`src/rtl/locarb_pkg.sv`:
```
package locarb_pkg;
  localparam int ACC_W   = 8;
  localparam int B_VALID = 7;
  localparam int B_ACT   = 5;
  localparam int B_SEEN  = 4;
  localparam int B_SEIZE = 3;
  localparam int B_PEND  = 2;
  localparam int B_REQ   = 1;
  localparam int B_EST   = 0;
  localparam logic [ACC_W-1:0] NO_REG = 8'hFF;
endpackage

```
`src/rtl/locarb_decode.sv`:
```
module locarb_decode #(
  parameter int NUM_LOC = 5,
  parameter int LOC_W   = 3,
  parameter int OFF_W   = 12,
  parameter int ACC_OFF = 0,
  parameter int HW_LOC  = NUM_LOC - 1,
  localparam int ADDR_W = OFF_W + LOC_W
) (
  input  logic [ADDR_W-1:0] addr,
  input  logic              wr,
  input  logic              hw,
  output logic [LOC_W-1:0]  sel_loc,
  output logic              acc_hit,
  output logic              wr_ok
);
  logic off_match;
  logic loc_ok;
  logic hw_block;

  always_comb begin
    sel_loc   = addr[ADDR_W-1:OFF_W];
    off_match = (addr[OFF_W-1:0] == OFF_W'(ACC_OFF));
    loc_ok    = (int'(sel_loc) < NUM_LOC);
    acc_hit   = off_match && loc_ok;
    hw_block  = (int'(sel_loc) == HW_LOC) && !hw;
    wr_ok     = wr && acc_hit && !hw_block;
  end
endmodule

```
`src/rtl/locarb_pick.sv`:
```
module locarb_pick #(
  parameter int NUM_LOC = 5,
  parameter int LOC_W   = 3
) (
  input  logic [NUM_LOC-1:0] req,
  output logic               found,
  output logic [LOC_W-1:0]   idx
);
  always_comb begin
    found = 1'b0;
    idx   = '0;
    for (int i = 0; i < NUM_LOC; i++) begin
      if (req[i]) begin
        found = 1'b1;
        idx   = LOC_W'(i);
      end
    end
  end
endmodule

```
`src/rtl/locarb_readmux.sv`:
```
module locarb_readmux
  import locarb_pkg::*;
#(
  parameter int NUM_LOC = 5,
  parameter int LOC_W   = 3
) (
  input  logic [LOC_W-1:0]   sel_loc,
  input  logic               acc_hit,
  input  logic               owner_v,
  input  logic [LOC_W-1:0]   owner,
  input  logic [NUM_LOC-1:0] req,
  input  logic [NUM_LOC-1:0] seen,
  input  logic               est,
  output logic [ACC_W-1:0]   rd_data
);
  logic [NUM_LOC-1:0] others;
  logic [ACC_W-1:0]   word;

  always_comb begin
    for (int i = 0; i < NUM_LOC; i++) begin
      others[i] = req[i] && (LOC_W'(i) != sel_loc);
    end
    word          = '0;
    word[B_VALID] = 1'b1;
    word[B_ACT]   = owner_v && (owner == sel_loc);
    word[B_SEEN]  = seen[sel_loc];
    word[B_SEIZE] = 1'b0;
    word[B_PEND]  = |others;
    word[B_REQ]   = req[sel_loc];
    word[B_EST]   = est;
    rd_data       = acc_hit ? word : NO_REG;
  end
endmodule

```
`src/rtl/locarb_top.sv`:
```
module locarb_top
  import locarb_pkg::*;
#(
  parameter int NUM_LOC = 5,
  parameter int LOC_W   = 3,
  parameter int OFF_W   = 12,
  parameter int ACC_OFF = 0,
  localparam int ADDR_W = OFF_W + LOC_W,
  localparam int HW_LOC = NUM_LOC - 1
) (
  input  logic              clk,
  input  logic              rst_n,
  input  logic [ADDR_W-1:0] bus_addr,
  input  logic              bus_wr,
  input  logic [ACC_W-1:0]  bus_wdata,
  input  logic              bus_hw,
  input  logic              est_flag,
  input  logic              cmd_busy,
  input  logic              abort_done,
  output logic [ACC_W-1:0]  rd_data,
  output logic [LOC_W-1:0]  active_loc,
  output logic              none_active,
  output logic              loc_changed,
  output logic              abort_req
);
  typedef struct packed {
    logic [LOC_W-1:0]   owner;
    logic               ov;
    logic [NUM_LOC-1:0] req;
    logic [NUM_LOC-1:0] seize;
    logic [NUM_LOC-1:0] seen;
    logic               chg;
  } st_t;

  // reset: asserted at once, released through two flops
  logic [1:0] rst_sync_q;
  logic       rst_ni;

  always_ff @(posedge clk or negedge rst_n) begin
    if (!rst_n) rst_sync_q <= 2'b00;
    else        rst_sync_q <= {rst_sync_q[0], 1'b1};
  end
  assign rst_ni = rst_sync_q[1];

  // state
  logic [LOC_W-1:0]   owner_q;
  logic               ov_q;
  logic [NUM_LOC-1:0] req_q, seize_q, seen_q;
  logic               pend_q;
  logic [LOC_W-1:0]   next_q;
  logic               chg_q;

  // decode
  logic [LOC_W-1:0] sel_loc;
  logic             acc_hit, wr_ok;

  locarb_decode #(
    .NUM_LOC(NUM_LOC), .LOC_W(LOC_W), .OFF_W(OFF_W),
    .ACC_OFF(ACC_OFF), .HW_LOC(HW_LOC)
  ) u_decode (
    .addr(bus_addr), .wr(bus_wr), .hw(bus_hw),
    .sel_loc(sel_loc), .acc_hit(acc_hit), .wr_ok(wr_ok)
  );

  function automatic st_t hand_to(st_t s, logic [LOC_W-1:0] tgt);
    st_t r;
    r = s;
    if (s.ov && (s.owner != tgt)) begin
      if (s.seize[tgt]) r.seen[s.owner] = 1'b1;
      else              r.req[s.owner]  = 1'b0;
    end
    r.chg        = s.chg | !(s.ov && (s.owner == tgt));
    r.owner      = tgt;
    r.ov         = 1'b1;
    r.req[tgt]   = 1'b0;
    r.seize[tgt] = 1'b0;
    return r;
  endfunction

  // stage 1: finish an outstanding abort
  st_t mid_s;
  logic mid_pend;

  always_comb begin
    mid_s.owner = owner_q;
    mid_s.ov    = ov_q;
    mid_s.req   = req_q;
    mid_s.seize = seize_q;
    mid_s.seen  = seen_q;
    mid_s.chg   = 1'b0;
    mid_pend    = pend_q;
    if (pend_q && abort_done) begin
      mid_s    = hand_to(mid_s, next_q);
      mid_pend = 1'b0;
    end
  end

  logic             pick_found;
  logic [LOC_W-1:0] pick_idx;

  locarb_pick #(.NUM_LOC(NUM_LOC), .LOC_W(LOC_W)) u_pick (
    .req(mid_s.req), .found(pick_found), .idx(pick_idx)
  );

  // stage 2: apply a bus write to the access register
  st_t              nx_s;
  logic             nx_pend;
  logic [LOC_W-1:0] nx_next;
  logic [ACC_W-1:0] wv;
  logic             hand;
  logic [LOC_W-1:0] tgt;
  logic             higher_seize;
  logic             is_owner;

  always_comb begin
    nx_s         = mid_s;
    nx_pend      = mid_pend;
    nx_next      = next_q;
    wv           = bus_wdata;
    hand         = 1'b0;
    tgt          = '0;
    higher_seize = 1'b0;
    is_owner     = mid_s.ov && (mid_s.owner == sel_loc);
    for (int i = 0; i < NUM_LOC; i++) begin
      if (LOC_W'(i) > sel_loc && mid_s.seize[i]) higher_seize = 1'b1;
    end
    if (wr_ok) begin
      if (wv[B_SEIZE]) begin
        wv[B_REQ] = 1'b0;
        wv[B_ACT] = 1'b0;
      end
      if (wv[B_ACT]) begin
        if (is_owner) begin
          if (pick_found) begin
            hand = 1'b1;
            tgt  = pick_idx;
          end else begin
            nx_s.ov = 1'b0;
            nx_pend = 1'b0;
          end
        end else begin
          nx_s.req[sel_loc] = 1'b0;
        end
      end else if (wv[B_REQ] && !is_owner) begin
        if (mid_s.ov) begin
          nx_s.req[sel_loc] = 1'b1;
        end else begin
          hand = 1'b1;
          tgt  = sel_loc;
        end
      end
      if (wv[B_SEEN]) nx_s.seen[sel_loc] = 1'b0;
      if (wv[B_SEIZE] && (!mid_s.ov || sel_loc > mid_s.owner) &&
          !mid_s.seize[sel_loc] && !higher_seize) begin
        for (int i = 0; i < NUM_LOC; i++) begin
          if (LOC_W'(i) < sel_loc) nx_s.seize[i] = 1'b0;
        end
        nx_s.seize[sel_loc] = 1'b1;
        hand = 1'b1;
        tgt  = sel_loc;
      end
      if (hand) begin
        if (nx_s.ov && cmd_busy) begin
          nx_pend = 1'b1;
          nx_next = tgt;
        end else begin
          nx_s    = hand_to(nx_s, tgt);
          nx_pend = 1'b0;
        end
      end
    end
  end

  logic st_en;
  assign st_en = wr_ok || (pend_q && abort_done);

  always_ff @(posedge clk or negedge rst_ni) begin
    if (!rst_ni) begin
      owner_q <= '0;
      ov_q    <= 1'b0;
      req_q   <= '0;
      seize_q <= '0;
      seen_q  <= '0;
      pend_q  <= 1'b0;
      next_q  <= '0;
      chg_q   <= 1'b0;
    end else begin
      chg_q <= st_en && nx_s.chg;
      if (st_en) begin
        owner_q <= nx_s.owner;
        ov_q    <= nx_s.ov;
        req_q   <= nx_s.req;
        seize_q <= nx_s.seize;
        seen_q  <= nx_s.seen;
        pend_q  <= nx_pend;
        next_q  <= nx_next;
      end
    end
  end

  locarb_readmux #(.NUM_LOC(NUM_LOC), .LOC_W(LOC_W)) u_readmux (
    .sel_loc(sel_loc), .acc_hit(acc_hit), .owner_v(ov_q), .owner(owner_q),
    .req(req_q), .seen(seen_q), .est(est_flag), .rd_data(rd_data)
  );

  assign active_loc  = ov_q ? owner_q : '0;
  assign none_active = !ov_q;
  assign loc_changed = chg_q;
  assign abort_req   = pend_q;

  // the owner never holds its own request flag
  a_r3_owner_no_req: assert property (@(posedge clk) disable iff (!rst_ni)
    ov_q |-> !req_q[owner_q]);

  // at most one seize outstanding at a time
  a_r7_one_seize: assert property (@(posedge clk) disable iff (!rst_ni)
    $onehot0(seize_q));

  // a change pulse always names a valid, new owner
  a_r3_pulse_new_owner: assert property (@(posedge clk) disable iff (!rst_ni)
    st_en && nx_s.chg |=> ov_q && !($past(ov_q) && ($past(owner_q) == owner_q)));

  // with an abort outstanding and no bus write, ownership holds
  a_r11_hold_owner: assert property (@(posedge clk) disable iff (!rst_ni)
    pend_q && !abort_done && !bus_wr |=> (owner_q == $past(owner_q)) && ov_q && pend_q);

  // a locality-4 write without the qualifier changes no flag of locality 4
  a_r10_hw_gate: assert property (@(posedge clk) disable iff (!rst_ni)
    bus_wr && (int'(sel_loc) == HW_LOC) && !bus_hw && !(pend_q && abort_done)
    |=> $stable(req_q) && $stable(seen_q) && $stable(ov_q));

  // release to nobody gives no pulse
  a_r5_no_pulse_idle: assert property (@(posedge clk) disable iff (!rst_ni)
    chg_q |-> ov_q);
endmodule

```
`config.mk`:
```
export PLATFORM = sky130hd
export DESIGN_NAME = locarb_top
export DESIGN_NICKNAME = d
export VERILOG_FILES = /design/src/rtl/locarb_pkg.sv /design/src/rtl/locarb_decode.sv /design/src/rtl/locarb_pick.sv /design/src/rtl/locarb_readmux.sv /design/src/rtl/locarb_top.sv
export SDC_FILE = /design/constraint.sdc
export NUM_CORES = 1
export LEC_CHECK = 0
export ABC_AREA = 1
export BUFFER_PORTS_ARGS = -buffer_cell sky130_fd_sc_hd__buf_2
export CORE_MARGIN = 1
export CORE_UTILIZATION = 63
export DETAILED_ROUTE_END_ITERATION = 6
export GPL_ROUTABILITY_DRIVEN = 0
export PLACE_DENSITY = 0.84
export REMOVE_ABC_BUFFERS = 1
export SLEW_MARGIN = 15
export SYNTH_ARGS = -nofsm -noshare
export SYNTH_HDL_FRONTEND = slang
export SYNTH_HIERARCHICAL = 1
export SYNTH_SLANG_ARGS = --single-unit
```
`constraint.sdc`:
```
create_clock -name clk -period 1.7 [get_ports clk]
set_input_delay 0.17 -clock clk [delete_from_list [all_inputs] [get_ports clk]]
set_output_delay 0.17 -clock clk [all_outputs]
set_load 0.05 [all_outputs]
```
==> impl_metrics.env, run 1 <==
export IMPL_pin_count=44
export IMPL_synth_edf_count=0
export IMPL_pre_cts_ws_ns=-1.61
export IMPL_clock_sinks=26
export IMPL_num_rows=24
export IMPL_synth_distinct_cells=37
export IMPL_stop_stage="4_1_cts"
export IMPL_numCtsBuffers=3
export IMPL_syn_area_sq_mm=0.00300
export IMPL_synth_mux_area_frac=0
export IMPL_yosysMostFrequentCell="nand2_1"
export IMPL_outcome="stopped before the end"
export IMPL_stop_error="[ERROR DPL-0033] detailed placement checks failed during check placement."
export IMPL_clock_path_buffers=2
export IMPL_synth_fa_ha_area_frac=0.00417
export IMPL_ys_ff_latch=26
export IMPL_ys_warnings_count=6
export IMPL_cts_hold_buf=1
export IMPL_yosysSeqAreaShare=0.217
export IMPL_place_hpwl_um=9470
export IMPL_numPortBuffers=38
export IMPL_dieHeight_um=71.0
export IMPL_synthSimpleGateAreaFrac=0.517
export IMPL_cts_resized_gates=67
export IMPL_cts_root_buf="clkbuf_8"
export IMPL_start_util=0.670
export IMPL_synth_cells=499
export IMPL_synthXorXnorAreaFrac=0.00876
export IMPL_synthTopCellsByCount="nand2_1, nand3_1, inv_1"
export IMPL_synth_top_family_by_area="simple AND/OR/NAND/NOR gates"
export IMPL_ys_async_sr_fraction=1.00
export IMPL_synth_ff_type="dfrtp_1"
export IMPL_postSynthAreaPerCell_sq_um=6.01
export IMPL_netlist_top_cells_area="dfrtp_1, nand2_1, nand3_1, inv_1, nor2_1"
export IMPL_yosys_area_top_type="dfrtp_1"
export IMPL_post_cts_buffers=22
export IMPL_synth_top_cell_area_share=0.217
export IMPL_synth_compound_area_share=0.118
export IMPL_htreeDepth=1
export IMPL_die_x_um=71.0
-- per-stage QoR --
stage	TNS (ns)	utilization	cell area (sq um)	instances
after floorplan	-29.94	-	2880	481
after global placement	-26.35	0.893	3990	684
after detailed placement	-33.68	0.893	3990	684
-- kinds of logic after synthesis --
logic type / Yosys count
AOI/OAI and AO/OA: 59
xor gates and xnor gates: 3
and+or+nand+nor: 316
adders and majority gates: 1
DFF: 26
other: 2
buffers and inverters: 92
==> run 2, diff against run 1 <==
--- a/config.mk
+++ b/config.mk
@@ -8,10 +8,10 @@
 export ABC_AREA = 1
 export BUFFER_PORTS_ARGS = -buffer_cell sky130_fd_sc_hd__buf_2
 export CORE_MARGIN = 1
-export CORE_UTILIZATION = 63
+export CORE_UTILIZATION = 40
 export DETAILED_ROUTE_END_ITERATION = 6
 export GPL_ROUTABILITY_DRIVEN = 0
-export PLACE_DENSITY = 0.84
+export PLACE_DENSITY_LB_ADDON = 0.15
 export REMOVE_ABC_BUFFERS = 1
 export SLEW_MARGIN = 15
 export SYNTH_ARGS = -nofsm -noshare
==> run 2 against run 1 <==
  * The flow now finishes, with violations (setup timing)
  * Synthesized cell count did not move
  * Synthesized area unchanged
==> impl_metrics.env, run 2 <==
export IMPL_outcome="finished with violations"
export IMPL_failed_checks="setup timing"
export IMPL_grt_pass1_vias=3875
export IMPL_crit_family="simple AND/OR/NAND/NOR gates"
export IMPL_ir_drop_mv=0.403
export IMPL_cp_arrival_ns=3.48
export IMPL_met2_usage=0.578
export IMPL_min_path_type="in -> reg"
export IMPL_required_ns=1.91
export IMPL_final_cell_mix="buf_4, nand2_1, inv_1, nand3_1"
export IMPL_dieHeight_um=88.6
export IMPL_synthTopCellsByCount="nand2_1, nand3_1, inv_1"
export IMPL_final_area_sq_mm=0.00515
export IMPL_final_setup_skew_ns=0.00785
export IMPL_final_nets=731
export IMPL_slew_viol_final=0
export IMPL_place_hpwl_um=8940
export IMPL_cp_cell_sequence="buf_4 -> xnor2_2 -> nand3_2 -> nand2_2 -> buf_4 -> o311ai_4 -> inv_2 -> nor2_4 -> buf_4 -> buf_4 -> nor2_4 -> nand2_2 -> o21ai_1 -> nand2_1 -> nand2_2 -> nand2_4 -> buf_6 -> inv_4 -> nand3_4 -> nor2_2 -> nor2_4 -> nand2_8 -> nand3_4 -> a21oi_2"
export IMPL_r2r_slack_ns=-1.57
export IMPL_p_per_area_mw_per_mm2=563
export IMPL_wl_per_cell_um=17.1
export IMPL_start_kind="flop"
export IMPL_numCtsBuffers=3
export IMPL_grt_max_degree=25
export IMPL_coreArea_sq_mm=0.00725
export IMPL_routed_wl_um=13600
export IMPL_first_iter_violations=412
export IMPL_postSynthAreaPerCell_sq_um=6.01
export IMPL_min_period_ns=3.27
export IMPL_netlist_top_cells_area="dfrtp_1, nand2_1, nand3_1, inv_1, nor2_1"
export IMPL_synth_top_cell_area_share=0.217
export IMPL_htreeDepth=1
export IMPL_fillers=549
export IMPL_yosys_area_top_type="dfrtp_1"
export IMPL_grt_pass1_wl_um=19100
export IMPL_grt_busiest_layer="met2"
export IMPL_fin_ws_ns=-1.57
export IMPL_finalHoldViolations=0
export IMPL_p_leak_nw=2.55
export IMPL_synth_cells=499
export IMPL_yosysMostFrequentCell="nand2_1"
export IMPL_drv_cap=0
export IMPL_dieArea_sq_mm=0.00785
export IMPL_grtUsageMet3=0.0420
export IMPL_area_delta_synth_final_pct=71.7
export IMPL_clk_latency_ns=0.28
export IMPL_clock_sinks=26
export IMPL_placed_area_sq_mm=0.00415
export IMPL_start_util=0.413
export IMPL_ys_async_sr_fraction=1.00
export IMPL_path_class="reg -> reg"
export IMPL_crit_fanout=6
export IMPL_use_met1=0.384
export IMPL_synth_edf_count=0
export IMPL_drtAntennaViolNets=0
export IMPL_clock_path_buffers=2
export IMPL_ys_ff_latch=26
export IMPL_critPathSlowestCell="dfrtp_1"
export IMPL_die_x_um=88.6
export IMPL_period_share=1.92
export IMPL_drc=0
export IMPL_fmax_ghz=0.306
export IMPL_cts_root_buf="clkbuf_8"
export IMPL_end_kind="flop"
export IMPL_route_vias_total=4291
export IMPL_rsz0062_at_grt="true"
export IMPL_antenna_found_initial=0
export IMPL_final_common_cell="buf_4"
export IMPL_syn_area_sq_mm=0.00300
export IMPL_max_stage_delay_ns=0.43
export IMPL_yosysSeqAreaShare=0.217
export IMPL_first_pass_iters=5
export IMPL_grt_usage=0.325
export IMPL_num_rows=31
export IMPL_fin_util=0.710
export IMPL_numPortBuffers=38
export IMPL_diodes=0
export IMPL_pin_count=44
export IMPL_largestRegisters="req_q (5), seen_q (5), seize_q (5)"
export IMPL_cts_tree="done"
export IMPL_clk_pin_slew_worst_paths_ns=0.10
export IMPL_synth_distinct_cells=37
export IMPL_crit_path_frequent_cell="buf_4"
export IMPL_setup_violations=24
export IMPL_gr_total_overflow=0
export IMPL_synth_ff_type="dfrtp_1"
export IMPL_ys_warnings_count=6
export IMPL_crit_buf_inv=7
export IMPL_via_per_inst=5.38
export IMPL_drive_above_1_share=0.527
[run 2: cell counts after synthesis]
No cell type changed its count.
[run 2: cells by family after synthesis]
kind of cell	Yosys count	synth area share
xor+xnor	3	0.00876
fa+ha+maj	1	0.00417
buf+inv	92	0.133
flops	26	0.217
simple gates	316	0.517
compound gates	59	0.118
other cells	2	0.00250
[run 2: repair_timing]
action                     4_1_cts  5_1_grt
hold endpoints to repair         2        0
resized for setup               95       76
setup endpoints to repair       31       31
pin swaps                       38       34
gates cloned                     0        0
hold buffers                     1        0
setup buffers                   36       14
[run 2: layout make-up]
| cell class | count | area, sq um | area share |
|---|---|---|---|
| clock buffer | 3 | 41.3 | 0.00802 |
| inverter | 74 | 298 | 0.0578 |
| multi-input combinational | 381 | 2410 | 0.468 |
| sequential | 26 | 654 | 0.127 |
| tap | 99 | 124 | 0.0241 |
| timing repair buffer | 214 | 1620 | 0.315 |
[run 2: routing by layer]
layer / part of all wire / vias up / wire length, um
met5: 0 / - / 0
met4: 0.076 / 0 / 1030
met3: 0.077 / 77 / 1050
met2: 0.48 / 266 / 6550
met1: 0.37 / 1957 / 5000
li1: - / 1991 / -
[run 2: tightest hold or removal path: cells and delay by family]
kind / cells / cell delay, ns
buffers and inverters: 1 / 0.09
and+or+nand+nor: 3 / 0.16
[run 2: power by group]
part | internal (W) | switching [W] | leakage (nW)
logic | 0.000806 | 0.000961 | 2.20
registers | 0.000687 | 0.0000718 | 0.332
clock network | 0.000159 | 0.000214 | 0.0216
total | 0.00165 | 0.00125 | 2.55
[run 2: path summary, 6_finish.rpt]
| check | from | to | depth (start not counted) |
|---|---|---|---|
| setup / recovery | next_q[0] | seen_q[4] | 24 |
| hold / removal | cmd_busy | seen_q[2] | 4 |
| setup reg to reg | next_q[0] | seen_q[4] | 24 |
| hold reg to reg | rst_sync_q[1] | seen_q[2] | 1 |
| max in group asynchronous | rst_sync_q[1] | owner_q[1] | 1 |
| min in group asynchronous | rst_n | rst_sync_q[0] | 2 |
[run 2: through the flow]
step	hold slack, ns	instances	worst slack, ns	total power [W]	setup TNS (ns)
final	0.175	797	-1.57	0.00290	-33.45
after CTS	0.197	783	-1.24	0.00261	-26.74
after floorplan	-0.126	481	-1.33	0.00140	-29.94
after detailed placement	-0.0410	746	-1.63	0.00188	-33.65
after global routing	0.185	797	-1.65	0.00302	-35.55
after global placement	-0.0442	746	-1.47	0.00187	-30.48
No activity file was read; power rests on OpenSTA's default activity.
